`config.mk`:
```
export PLATFORM = sky130hd
export DESIGN_NAME = i80WriteSeq
export DESIGN_NICKNAME = d
export VERILOG_FILES = /design/src/rtl/i80SeqPkg.sv /design/src/rtl/i80SeqCtrl.sv /design/src/rtl/i80SeqPath.sv /design/src/rtl/i80WriteSeq.sv
export SDC_FILE = /design/constraint.sdc
export NUM_CORES = 1
export LEC_CHECK = 0
export BUFFER_PORTS_ARGS = -buffer_cell sky130_fd_sc_hd__buf_4
export CAP_MARGIN = 5
export CELL_PAD_IN_SITES_DETAIL_PLACEMENT = 1
export CELL_PAD_IN_SITES_GLOBAL_PLACEMENT = 1
export CORE_ASPECT_RATIO = 0.5
export CORE_UTILIZATION = 31
export DETAILED_ROUTE_END_ITERATION = 8
export GPL_ROUTABILITY_DRIVEN = 0
export PLACE_DENSITY_LB_ADDON = 0.1
export SKIP_CTS_REPAIR_TIMING = 1
export SYNTH_ARGS = -nofsm -noshare
export SYNTH_HDL_FRONTEND = slang
export SYNTH_SLANG_ARGS = --single-unit
export TNS_END_PERCENT = 10
```
`constraint.sdc`:
```
create_clock -name clk -period 3.6 [get_ports clk]
set_clock_uncertainty 0.05 [all_clocks]
set_input_delay 0.36 -clock clk [delete_from_list [all_inputs] [get_ports clk]]
set_output_delay 0.36 -clock clk [all_outputs]
set_load 0.05 [all_outputs]
```
`src/rtl/i80SeqPkg.sv`:
```
package i80SeqPkg;
  localparam int TW = 4;

  localparam logic [TW-1:0] DEF_CS_SETUP  = 4'd0;
  localparam logic [TW-1:0] DEF_WR_SETUP  = 4'd0;
  localparam logic [TW-1:0] DEF_WR_ACTIVE = 4'd1;
  localparam logic [TW-1:0] DEF_WR_HOLD   = 4'd0;

  typedef enum logic [2:0] {
    PH_IDLE, PH_CSSET, PH_WRSET, PH_ACTIVE, PH_HOLD
  } phase_t;

  typedef struct packed {
    logic [TW-1:0] csSetup;
    logic [TW-1:0] wrSetup;
    logic [TW-1:0] wrActive;
    logic [TW-1:0] wrHold;
  } timing_t;

  typedef struct packed {
    logic accept;
    logic csLow;
    logic wrLow;
    logic dataOn;
  } seqStrobe_t;

  localparam timing_t TIMING_RESET = '{
    csSetup:  DEF_CS_SETUP,
    wrSetup:  DEF_WR_SETUP,
    wrActive: DEF_WR_ACTIVE,
    wrHold:   DEF_WR_HOLD
  };
endpackage

```
`src/rtl/i80SeqCtrl.sv`:
```
module i80SeqCtrl
  import i80SeqPkg::*;
(
  input  logic       clk,
  input  logic       rst,
  input  logic       inValid,
  input  timing_t    liveTiming,
  input  timing_t    heldTiming,
  output logic       inReady,
  output seqStrobe_t stb
);
  phase_t        phase, phaseNxt;
  logic [TW-1:0] cnt, cntNxt;

  always_comb begin
    phaseNxt = phase;
    cntNxt   = cnt;
    unique case (phase)
      PH_IDLE: if (inValid) begin
        phaseNxt = PH_CSSET;
        cntNxt   = liveTiming.csSetup;
      end
      PH_CSSET: if (cnt == '0) begin
        phaseNxt = PH_WRSET;
        cntNxt   = heldTiming.wrSetup;
      end else cntNxt = cnt - 1'b1;
      PH_WRSET: if (cnt == '0) begin
        phaseNxt = PH_ACTIVE;
        cntNxt   = heldTiming.wrActive;
      end else cntNxt = cnt - 1'b1;
      PH_ACTIVE: if (cnt == '0) begin
        phaseNxt = PH_HOLD;
        cntNxt   = heldTiming.wrHold;
      end else cntNxt = cnt - 1'b1;
      PH_HOLD: if (cnt == '0) begin
        phaseNxt = PH_IDLE;
        cntNxt   = '0;
      end else cntNxt = cnt - 1'b1;
      default: begin
        phaseNxt = PH_IDLE;
        cntNxt   = '0;
      end
    endcase
  end

  always_ff @(posedge clk) begin
    if (rst) begin
      phase <= PH_IDLE;
      cnt   <= '0;
    end else begin
      phase <= phaseNxt;
      cnt   <= cntNxt;
    end
  end

  assign inReady    = (phase == PH_IDLE);
  assign stb.accept = inReady && inValid;
  assign stb.csLow  = (phase == PH_WRSET) || (phase == PH_ACTIVE) || (phase == PH_HOLD);
  assign stb.wrLow  = (phase == PH_ACTIVE);
  assign stb.dataOn = (phase == PH_ACTIVE) || (phase == PH_HOLD);

  // chip select only falls out of the address setup interval
  assert_cs_fall_after_setup_R3: assert property (@(posedge clk) disable iff (rst)
    $rose(stb.csLow) |-> $past(phase) == PH_CSSET);
  // strobe only falls out of the chip-select setup interval
  assert_wr_fall_after_setup_R4: assert property (@(posedge clk) disable iff (rst)
    $rose(stb.wrLow) |-> $past(phase) == PH_WRSET);
  // active width counter never exceeds the captured count
  assert_active_bound_R5: assert property (@(posedge clk) disable iff (rst)
    (phase == PH_ACTIVE) |-> cnt <= heldTiming.wrActive);
  // chip select releases only from the hold interval
  assert_cs_rise_after_hold_R6: assert property (@(posedge clk) disable iff (rst)
    $fell(stb.csLow) |-> $past(phase) == PH_HOLD);
  // acceptance always starts the address setup interval
  assert_accept_starts_R2: assert property (@(posedge clk) disable iff (rst)
    stb.accept |=> phase == PH_CSSET);
endmodule

```
`src/rtl/i80SeqPath.sv`:
```
module i80SeqPath
  import i80SeqPkg::*;
#(
  parameter int AW = 8,
  parameter int DW = 16
) (
  input  logic          clk,
  input  logic          rst,
  input  seqStrobe_t    stb,
  input  logic          cfgWe,
  input  timing_t       cfgIn,
  input  logic [AW-1:0] inAddr,
  input  logic [DW-1:0] inData,
  output timing_t       liveTiming,
  output timing_t       heldTiming,
  output logic [AW-1:0] lcdAddr,
  output logic          lcdCsN,
  output logic          lcdWrN,
  output logic [DW-1:0] lcdData
);
  logic [AW-1:0] addrReg;
  logic [DW-1:0] dataReg;

  always_ff @(posedge clk) begin
    if (rst) begin
      liveTiming <= TIMING_RESET;
      heldTiming <= TIMING_RESET;
      addrReg    <= '0;
      dataReg    <= '0;
    end else begin
      if (cfgWe) liveTiming <= cfgIn;
      if (stb.accept) begin
        heldTiming <= liveTiming;
        addrReg    <= inAddr;
        dataReg    <= inData;
      end
    end
  end

  assign lcdAddr = addrReg;
  assign lcdCsN  = ~stb.csLow;
  assign lcdWrN  = ~stb.wrLow;
  assign lcdData = stb.dataOn ? dataReg : '0;

  // strobe low only inside chip select
  assert_wr_inside_cs_R5: assert property (@(posedge clk) disable iff (rst)
    !lcdWrN |-> !lcdCsN);
  // data window lies inside chip select
  assert_data_inside_cs_R7: assert property (@(posedge clk) disable iff (rst)
    stb.dataOn |-> stb.csLow);
  // captured timing stays fixed while a cycle runs
  assert_timing_frozen_R9: assert property (@(posedge clk) disable iff (rst)
    (stb.csLow && !stb.accept) |=> $stable(heldTiming));
endmodule

```
`src/rtl/i80WriteSeq.sv`:
```
module i80WriteSeq
  import i80SeqPkg::*;
#(
  parameter int AW = 8,
  parameter int DW = 16
) (
  input  logic          clk,
  input  logic          rst,
  input  logic          cfgWe,
  input  logic [3:0]    cfgCsSetup,
  input  logic [3:0]    cfgWrSetup,
  input  logic [3:0]    cfgWrActive,
  input  logic [3:0]    cfgWrHold,
  input  logic          inValid,
  output logic          inReady,
  input  logic [AW-1:0] inAddr,
  input  logic [DW-1:0] inData,
  output logic [AW-1:0] lcdAddr,
  output logic          lcdCsN,
  output logic          lcdWrN,
  output logic [DW-1:0] lcdData,
  output logic          busy
);
  seqStrobe_t stb;
  timing_t    liveTiming, heldTiming, cfgIn;

  assign cfgIn = '{csSetup: cfgCsSetup, wrSetup: cfgWrSetup,
                   wrActive: cfgWrActive, wrHold: cfgWrHold};

  i80SeqCtrl uCtrl (
    .clk(clk), .rst(rst), .inValid(inValid),
    .liveTiming(liveTiming), .heldTiming(heldTiming),
    .inReady(inReady), .stb(stb)
  );

  i80SeqPath #(.AW(AW), .DW(DW)) uPath (
    .clk(clk), .rst(rst), .stb(stb), .cfgWe(cfgWe), .cfgIn(cfgIn),
    .inAddr(inAddr), .inData(inData),
    .liveTiming(liveTiming), .heldTiming(heldTiming),
    .lcdAddr(lcdAddr), .lcdCsN(lcdCsN), .lcdWrN(lcdWrN), .lcdData(lcdData)
  );

  assign busy = ~inReady;

  // ready only while the bus is fully released
  assert_ready_idle_R2: assert property (@(posedge clk) disable iff (rst)
    inReady |-> (lcdCsN && lcdWrN));
endmodule

```
**Word-level counts from Yosys, hierarchy flattened**

Cells that the tools add are included.

- Memories: 0
- Latch bits: 0
- Word-level logic and storage cells: 44
- RAM bits: 0
- Output and inout bits: 28
- Register bits after elaboration: 59
- Input bits: 44
- Memory bits (read-only): 0

- Shift operators: 0
- Mux-type cells: 13
- Add/subtract/negate cells: 1
- Magnitude comparators: 0
- Reduce and logical (&&, ||, !) cells: 7
- Divide/modulo/power cells: 0
- Bitwise logic cells: 3
- Equality and inequality tests: 9
- Multiply operators: 0

Operators with widths:

| cell | number |
|---|---|
| 2-to-1 mux 4 bit | 5 |
| one-hot mux 4 bit (5 select lines) | 1 |
| 2-to-1 mux 16 bit | 1 |
| 2-to-1 mux 3 bit | 5 |
| one-hot mux 3 bit (5 select lines) | 1 |
| == test 3 x 2 -> 1 bit (second input constant) | 2 |
| inequality test 2 x 1 -> 1 bit (second input constant) | 3 |
| AND reduction 5 bit | 1 |
| zero test 4 bit | 1 |
| inequality test 2 bit (second input constant) | 2 |
| subtractor 4 x 1 -> 4 bit (second input constant) | 1 |
| == test 3 x 1 -> 1 bit (second input constant) | 1 |
| == test 3 bit (second input constant) | 1 |
| zero test 3 bit | 1 |
| logical OR 1 bit | 3 |
| inverter 1 bit | 3 |
| logical AND 1 bit | 1 |

**Longest topological paths before layout**

Gate-level depths: netlist of the first run.

- Depth in word-level cells: 4
- Mapped depth: 6
- Gate-level depth less buffers: 6

**Modules after synthesis**

A second synthesis of the first run with hierarchy kept.

- Cells, all modules: 279
- Area, all modules: 2753.9 um^2

By module, submodules not included:

| module | area each (um^2) | cells an instance | times used | sequential area each (um^2) |
|---|---|---|---|---|
| i80SeqPath | 2137.0 | 200 | 1 | 1121.1 |
| i80SeqCtrl | 613.1 | 78 | 1 | 140.1 |
| i80WriteSeq | 3.8 | 1 | 1 | 0.0 |

**Least setup slack after synthesis of the first run**

OpenSTA, ideal clock, no wires.

- Path kind: reg2out
- Start point: register uCtrl.phase[1]
- End point: output lcdData[10]
- Stages on the path, launching flop included: 6
- Data arrival time: 1.746 ns
- Data required time: 3.190 ns
- Slack: 1.444 ns
- Buffers on the path: 1
- Cells stage by stage: dfxtp_1 > nor2b_1 > and2_1 > a21oi_2 > buf_2 > nor2b_1

- Longest elaborated chain between the ends: 3
- Elaborated cells on any way between the ends: 4
- Classes of those cells: eq/ne: 2; mux: 1; reduce/logical: 1

Ends and longest elaborated chain:

| what | RTL line | text |
|---|---|---|
| start, declared | i80SeqCtrl.sv:12 | `phase_t phase, phaseNxt;` |
| start signal, assigned | i80SeqCtrl.sv:51 | `phase <= phaseNxt;` |
| == test 3 x 2 -> 1 bit / == test 3 bit (equally long branches) | i80SeqCtrl.sv:60 | `assign stb.dataOn = (phase == PH_ACTIVE) \|\| (phase == PH_HOLD);` |
| logical OR 1 bit * | i80SeqCtrl.sv:60 |  |
| 2-to-1 mux 16 bit * | i80SeqPath.sv:43 | `assign lcdData = stb.dataOn ? dataReg : '0;` |
| end, declared | i80WriteSeq.sv:21 | `output logic [DW-1:0] lcdData,` |

Mark *: on every way between the ends. The rest lies on a longest branch, timed or not.

**Worst setup path in the final report of the first run**

- Start point: register uCtrl.phase[2]
- End point: output lcdData[5]

The elaborated chain is that of the path after synthesis.

==> metrics.txt, run 1 <==
number of buffers added on ports=around 70; vias in the first global route=2249; nets=415; Pint=1.54 mW; area of the core=around 7600 sq um; Starting Density=0.331; synthesis-to-layout area growth=32.7%; Worst Hold Launch=cfgWrActive[0]; Synth Flop Type=dfxtp_1; vias per inst=about 4.7; Final Setup Violations=0; TritonCTS clock tree=yes; Power, Total=approximately 2.4 mW; clock slew seen by the registers of the worst setup and hold paths=50 ps; Max clock buf depth=2; 1st-iter DRT viols=around 100; RSZ-0062 raised after global routing=no; # DRC=0; Total Wirelength=about 6400 microns; crit path kind=reg2out; row count=22; Net Sw Power=~0.88 mW; critical-path maximum fanout=16; Worst-Skew Late Latency=about 320 ps; Die ar.=8500 sq um; Mapped Cells=roughly 310; R2R depth=5; drt pass-1 iters=4; post-route ant nets=0; Post-Layout Cell Count=roughly 480; Post-synth EDFFs=0; first-pass GRT wire length=~10000 microns; final setup TNS=0 ps; synthesized cell area=about 2500 sq um; crit share post-route=0.743; Final min period=roughly 2700 ps; commonest non-fill, non-tap cell in the layout=nand2_1; Yosys cell types=38; Synthesized Nets=between 300 and 400; min setup slack post-route=around 900 ps; R2R Path End=uPath.lcdAddr[1]; Worst EP arrival=2260 ps; worst-margin pin slew=~770 ps; Post-DP Area=between 3000 and 4000 sq um; Post-Place Cells=467; Critical Path End Type=output pin; post-DR wirelength/cell=roughly 13 microns; Reg-to-Reg Start=uCtrl.phase[0]; combinational share of power=0.337; Hold Path Depth=3; Required @ worst endpoint=3190 ps; n_diodes=0; dpl ws=~1200 ps; max-cap violations=0; Yosys reg bits=59; most frequent cells in the layout=nand2_1, buf_4, dfxtp_1; Top Ports=72; Max-slew headroom=0.489; DR vias=about 2300; largest net degree at the start of global routing=59; Root Buffer=clkbuf_16; sequential area share after synthesis=0.469; Final Hold Vio Count=0; CTS HTree Levels=3; Critical Path Source Type=flip-flop; syn_area_per_cell=between 8 and 9 sq um; Sequential Power Share=0.356; Power Density=724 nW/um^2; Num CTS Buffers=9; Final Cell Area=~3300 sq um; antenna violations before repair=0; Fmax achieved=about 0.37 GHz; worst vdd ir=about 0.36 mV; total track usage=0.163; asr flop ratio synth=0; Slew Limit Fails=0; Die X=about 130 microns; R2R Setup Slk=1410 ps; share of cells above drive strength 1=0.243; YS warnings=0; Die Y-Extent=between 60 and 70 microns; Sw Share=0.363; Leakage=between 1 and 1.5 nW; status=completed; Hold Path Class=in2reg; clock sinks=59; Hold Path Sink=uPath.liveTiming[4]; GR Overflow Total=0; dpl hpwl=about 4500 microns; Clk pwr share=0.307
-- per-stage QoR --
step / hold WS (ps) / utilization
6_report: 211 / 0.440
2_1_floorplan: 381 / -
4_1_cts: 201 / 0.440
3_5_place_dp: 394 / 0.406
3_3_place_gp: 389 / 0.406
5_1_grt: 213 / 0.440
-- flip-flops by register name (all words and copies together) (netlist names) --
signal and flops:
uPath.liveTiming 16, uPath.lcdAddr 8, uCtrl.phase 3, uPath.dataReg 16, uPath.heldTiming 12, uCtrl.cnt 4
-- worst max-delay path by stage --
stage              startpoint          end  slack, ps  depth (start not counted)
6_report       uCtrl.phase[2]   lcdData[5]        930                          5
5_1_grt        uCtrl.phase[0]   lcdData[5]        730                          4
3_5_place_dp   uCtrl.phase[2]   lcdData[5]       1230                          5
2_1_floorplan  uCtrl.phase[1]  lcdData[10]       1440                          5
4_1_cts        uCtrl.phase[2]   lcdData[5]        870                          5
3_3_place_gp   uCtrl.phase[2]  lcdData[11]       1360                          5
-- critical path: stages, from the launching register on --
cell and delay [ps]:
dfxtp_1 630, nor2b_1 160, and2_1 230, a21oi_2 580
nor2b_1 120, buf_4 220
-- metal layers --
layer,GRT usage,part of all wire,up-vias
met2,0.267,0.44,55
li1,-,-,1135
met5,0,0,-
met4,0.0523,0.0056,0
met1,0.199,0.50,1078
met3,0.0603,0.061,6
-- power by group through the flow --
stage	sequential (mW)	clock, mW	combinational, mW
finish	0.859	0.742	0.816
global route	0.879	0.795	0.902
global placement	0.865	0	0.815
CTS	0.860	0.771	0.829
detailed placement	0.872	0	0.827
floorplan	0.876	0	0.614
-- synthesized netlist by cell type (all sizes together) (2+ instances only) --
library cell   n  area share
dfxtp         59        0.47
a31o           2      0.0070
mux2           2      0.0090
nand3b         4       0.012
mux2i         18       0.072
nor3           3       0.010
nor2b         18       0.045
a21oi         46       0.093
nand2         81        0.12
o21ai          6       0.012
nor2          20       0.030
clkbuf         9       0.013
and2           2      0.0050
buf           12       0.033
nand3          2      0.0040
inv            8       0.012
-- logic make-up (layout without fill, tap and decap cells) --
group / Yosys count / in the layout / share of synthesized area
AOI/OAI and AO/OA: 63 / 63 / 0.142
xor gates and xnor gates: 1 / 1 / 0.00348
adders and majority gates: 1 / 1 / 0.00497
buffers and inverters: 29 / 93 / 0.0582
DFF: 59 / 59 / 0.469
muxes: 20 / 20 / 0.0806
and+or+nand+nor: 134 / 134 / 0.241
-- layout make-up --
cell class                      instances  area, sq um
Clock buffer                           12          256
Fill cell                             928         4260
Inverter                                8         30.0
Multi-Input combinational cell        219         1190
Sequential cell                        59         1180
Tap cell                              108          135
Timing Repair Buffer                   73          548
Power figures use the tool's default switching activity.
==> inputs of run 2 (changes only) <==
--- a/config.mk
+++ b/config.mk
@@ -5,6 +5,7 @@
 export SDC_FILE = /design/constraint.sdc
 export NUM_CORES = 1
 export LEC_CHECK = 0
+export ABC_AREA = 1
 export BUFFER_PORTS_ARGS = -buffer_cell sky130_fd_sc_hd__buf_4
 export CAP_MARGIN = 5
 export CELL_PAD_IN_SITES_DETAIL_PLACEMENT = 1
==> constraint.sdc (replaced) <==
create_clock -name clk -period 2.23 [get_ports clk]
set_clock_uncertainty 0.05 [all_clocks]
set_input_delay 0.223 -clock clk [delete_from_list [all_inputs] [get_ports clk]]
set_output_delay 0.223 -clock clk [all_outputs]
set_load 0.05 [all_outputs]
==> metrics.txt, run 2 <==
first-pass GRT wire length=11900 microns (was 10500 microns); Worst-Skew Late Latency=330 ps (was 320 ps); Required @ worst endpoint=1960 ps (was 3190 ps); clock slew seen by the registers of the worst setup and hold paths=50 ps (about the same); worst vdd ir=0.674 mV (was 0.356 mV); R2R Path End=uPath.dataReg[1] (was uPath.lcdAddr[1]); Total Wirelength=6910 microns (was 6410 microns); final core utilization=0.449 (was 0.440); n_diodes=0 (unchanged); Worst EP arrival=1790 ps (was 2260 ps); Die X=129 microns (about the same); Post-DP Area=3120 sq um (was 3080 sq um); Synth Flop Type=dfxtp_1 (unchanged); worst-margin pin slew=515 ps (was 767 ps); share of cells above drive strength 1=0.235 (was 0.243); met1 usage=0.225 (was 0.199); synthesized cell area=2500 sq um (was 2520 sq um); Worst Hold Launch=cfgWrActive[0] (unchanged); Max-slew headroom=0.656 (was 0.489); clock sinks=59 (unchanged); Yosys reg bits=59 (unchanged); status=completed (unchanged); vias per inst=4.61 (was 4.75); nets=470 (was 415); Slew Limit Fails=0 (unchanged); R2R Setup Slk=410 ps (was 1410 ps); Top Ports=72 (unchanged); 1st-iter DRT viols=71 (was 102); Max clock buf depth=2 (unchanged); Power Density=1350 nW/um^2 (was 724 nW/um^2); grt met3 use=0.0668 (was 0.0603); sequential area share after synthesis=0.473 (was 0.469); Hold Path Sink=uPath.liveTiming[4] (unchanged); crit share post-route=0.924; area of the core=7570 sq um (was 7600 sq um); Starting Density=0.330 (was 0.331); max-cap violations=0 (unchanged); critical-path maximum fanout=17 (was 16); Final Setup Violations=0 (unchanged); Fmax achieved=approximately 0.49 GHz; Critical Path End Type=output pin (unchanged); post-DR wirelength/cell=12.8 microns (was 13.4 microns); largest net degree at the start of global routing=54 (was 59); Mapped Cells=355 (was 307); Hold Path Depth=3 (unchanged); Num CTS Buffers=9 (unchanged); Post-synth EDFFs=0 (unchanged); CTS HTree Levels=3 (unchanged); vias in the first global route=2571 (was 2249); asr flop ratio synth=0 (unchanged); row count=22 (unchanged); Critical Path Source Type=flip-flop (unchanged); Final min period=approximately 2100 ps; GRT busiest layer=met2 (unchanged); Yosys cell types=21 (was 38); syn_area_per_cell=7.04 sq um (was 8.20 sq um); total track usage=0.186 (was 0.163); RSZ-0062 raised after global routing=no (unchanged); main area contributors after synthesis=dfxtp_1, nor2_1, o21ai_0 (was dfxtp_1, nand2_1, a21oi_1); crit path kind=reg2out (unchanged); Largest regs=uPath.dataReg x16, uPath.liveTiming x16, uPath.heldTiming x12 (unchanged); Synthesized Nets=400 (was 352); dpl ws=303 ps (was 1230 ps); drt pass-1 iters=4 (unchanged); count leader, synth=nor2_1 (was nand2_1); most frequent cells in the layout=nor2_1, buf_4, dfxtp_1 (was nand2_1, buf_4, dfxtp_1); DR vias=2480 (was 2274); Final Cell Area=3400 sq um (was 3340 sq um); antenna violations before repair=0 (unchanged); Yosys top cell area share=0.473 (was 0.469); YS warnings=0 (unchanged); post-route ant nets=0 (unchanged); met2 Track Usage GR=0.310 (was 0.267); Power, Total=4.59 mW (was 2.42 mW); Die ar.=8450 sq um (was 8500 sq um); R2R depth=7 (was 5); Leakage=1.60 nW (was 1.41 nW); Die Y-Extent=65.5 microns (was 65.7 microns); synthesis-to-layout area growth=36.0% (was 32.7%); GR Overflow Total=0 (unchanged); min setup slack post-route=169 ps (was 925 ps); dpl hpwl=4870 microns (was 4510 microns); number of buffers added on ports=71 (unchanged); Reg-to-Reg Start=uCtrl.phase[1] (was uCtrl.phase[0]); biggest area consumer among synthesized cells=dfxtp_1 (unchanged); commonest non-fill, non-tap cell in the layout=nor2_1 (was nand2_1); most frequent cells after synthesis=nor2_1, dfxtp_1, nand2_1, o21ai_0, inv_1 (was nand2_1, dfxtp_1, a21oi_1, nor2_1); TritonCTS clock tree=yes (unchanged); Final Hold Vio Count=0 (unchanged); Root Buffer=clkbuf_16 (unchanged); # DRC=0 (unchanged); Hold Path Class=in2reg (unchanged); final setup TNS=0 ps (unchanged)
[run 2: cell count changes after synthesis, moves of 6 or more]
| cell | previous run | this run |
|---|---|---|
| a21oi_1 | 45 | 26 |
| nor2b_1 | 18 | 0 |
| nand3_1 | 2 | 11 |
| nor2_1 | 20 | 88 |
| inv_1 | 8 | 38 |
| mux2i_1 | 18 | 0 |
| o21ai_0 | 6 | 40 |
| nand4_1 | 0 | 6 |
| nand2_1 | 81 | 43 |
| o21ai_1 | 0 | 15 |
[run 2: metrics by stage]
stage,hold WS [ps],std cells
CTS,53.1,538
floorplan,242,355
global route,57.5,538
detailed placement,399,522
finish,66.0,538
global placement,391,522
[run 2: layer usage]
layer	share of wire	up-vias
met4	0.0074	0
met5	0	-
met1	0.49	1152
met2	0.45	53
met3	0.055	8
li1	-	1267
[run 2: logic make-up (layout without fill, tap and decap cells)]
| kind of cell | count (synthesis) | in the layout | share of synthesized area |
|---|---|---|---|
| AOI/OAI and AO/OA | 82 | 82 | 0.165 |
| DFF | 59 | 59 | 0.473 |
| and+or+nand+nor | 156 | 156 | 0.265 |
| adders and majority gates | 1 | 1 | 0.00501 |
| buffers and inverters | 57 | 132 | 0.0921 |
[run 2: final cells by class]
| type | count | area, sq um |
|---|---|---|
| Fill cell | 967 | 4170 |
| Sequential cell | 59 | 1180 |
| Multi-Input combinational cell | 239 | 1090 |
| Timing Repair Buffer | 75 | 563 |
| Clock buffer | 14 | 264 |
| Inverter | 41 | 154 |
| Tap cell | 108 | 135 |
| Clock inverter | 2 | 10.0 |
[run 2: worst max path at each step]
stage / slack [ps] / endpoint / start
4_1_cts: -30 / lcdCsN / uCtrl.phase[1]
3_5_place_dp: 300 / uPath.dataReg[1] / uCtrl.phase[1]
5_1_grt: 20 / lcdCsN / uCtrl.phase[1]
3_3_place_gp: 410 / lcdCsN / uCtrl.phase[1]
6_report: 170 / lcdCsN / uCtrl.phase[1]
2_1_floorplan: 90 / lcdData[10] / uCtrl.phase[0]
[run 2: power by group]
group | total, mW | switching (mW) | internal (mW)
combinational | 1.84 | 1.27 | 0.567
clock | 1.25 | 0.444 | 0.807
sequential | 1.50 | 0.175 | 1.33
total | 4.59 | 1.89 | 2.70
[run 2: critical path: stages, from the launching register on]
cell and delay [ps]:
dfxtp_2 440, inv_1 200, nand3_1 130, inv_1 60, nor2_2 70, buf_4 220
o21a_1 150, buf_4 190
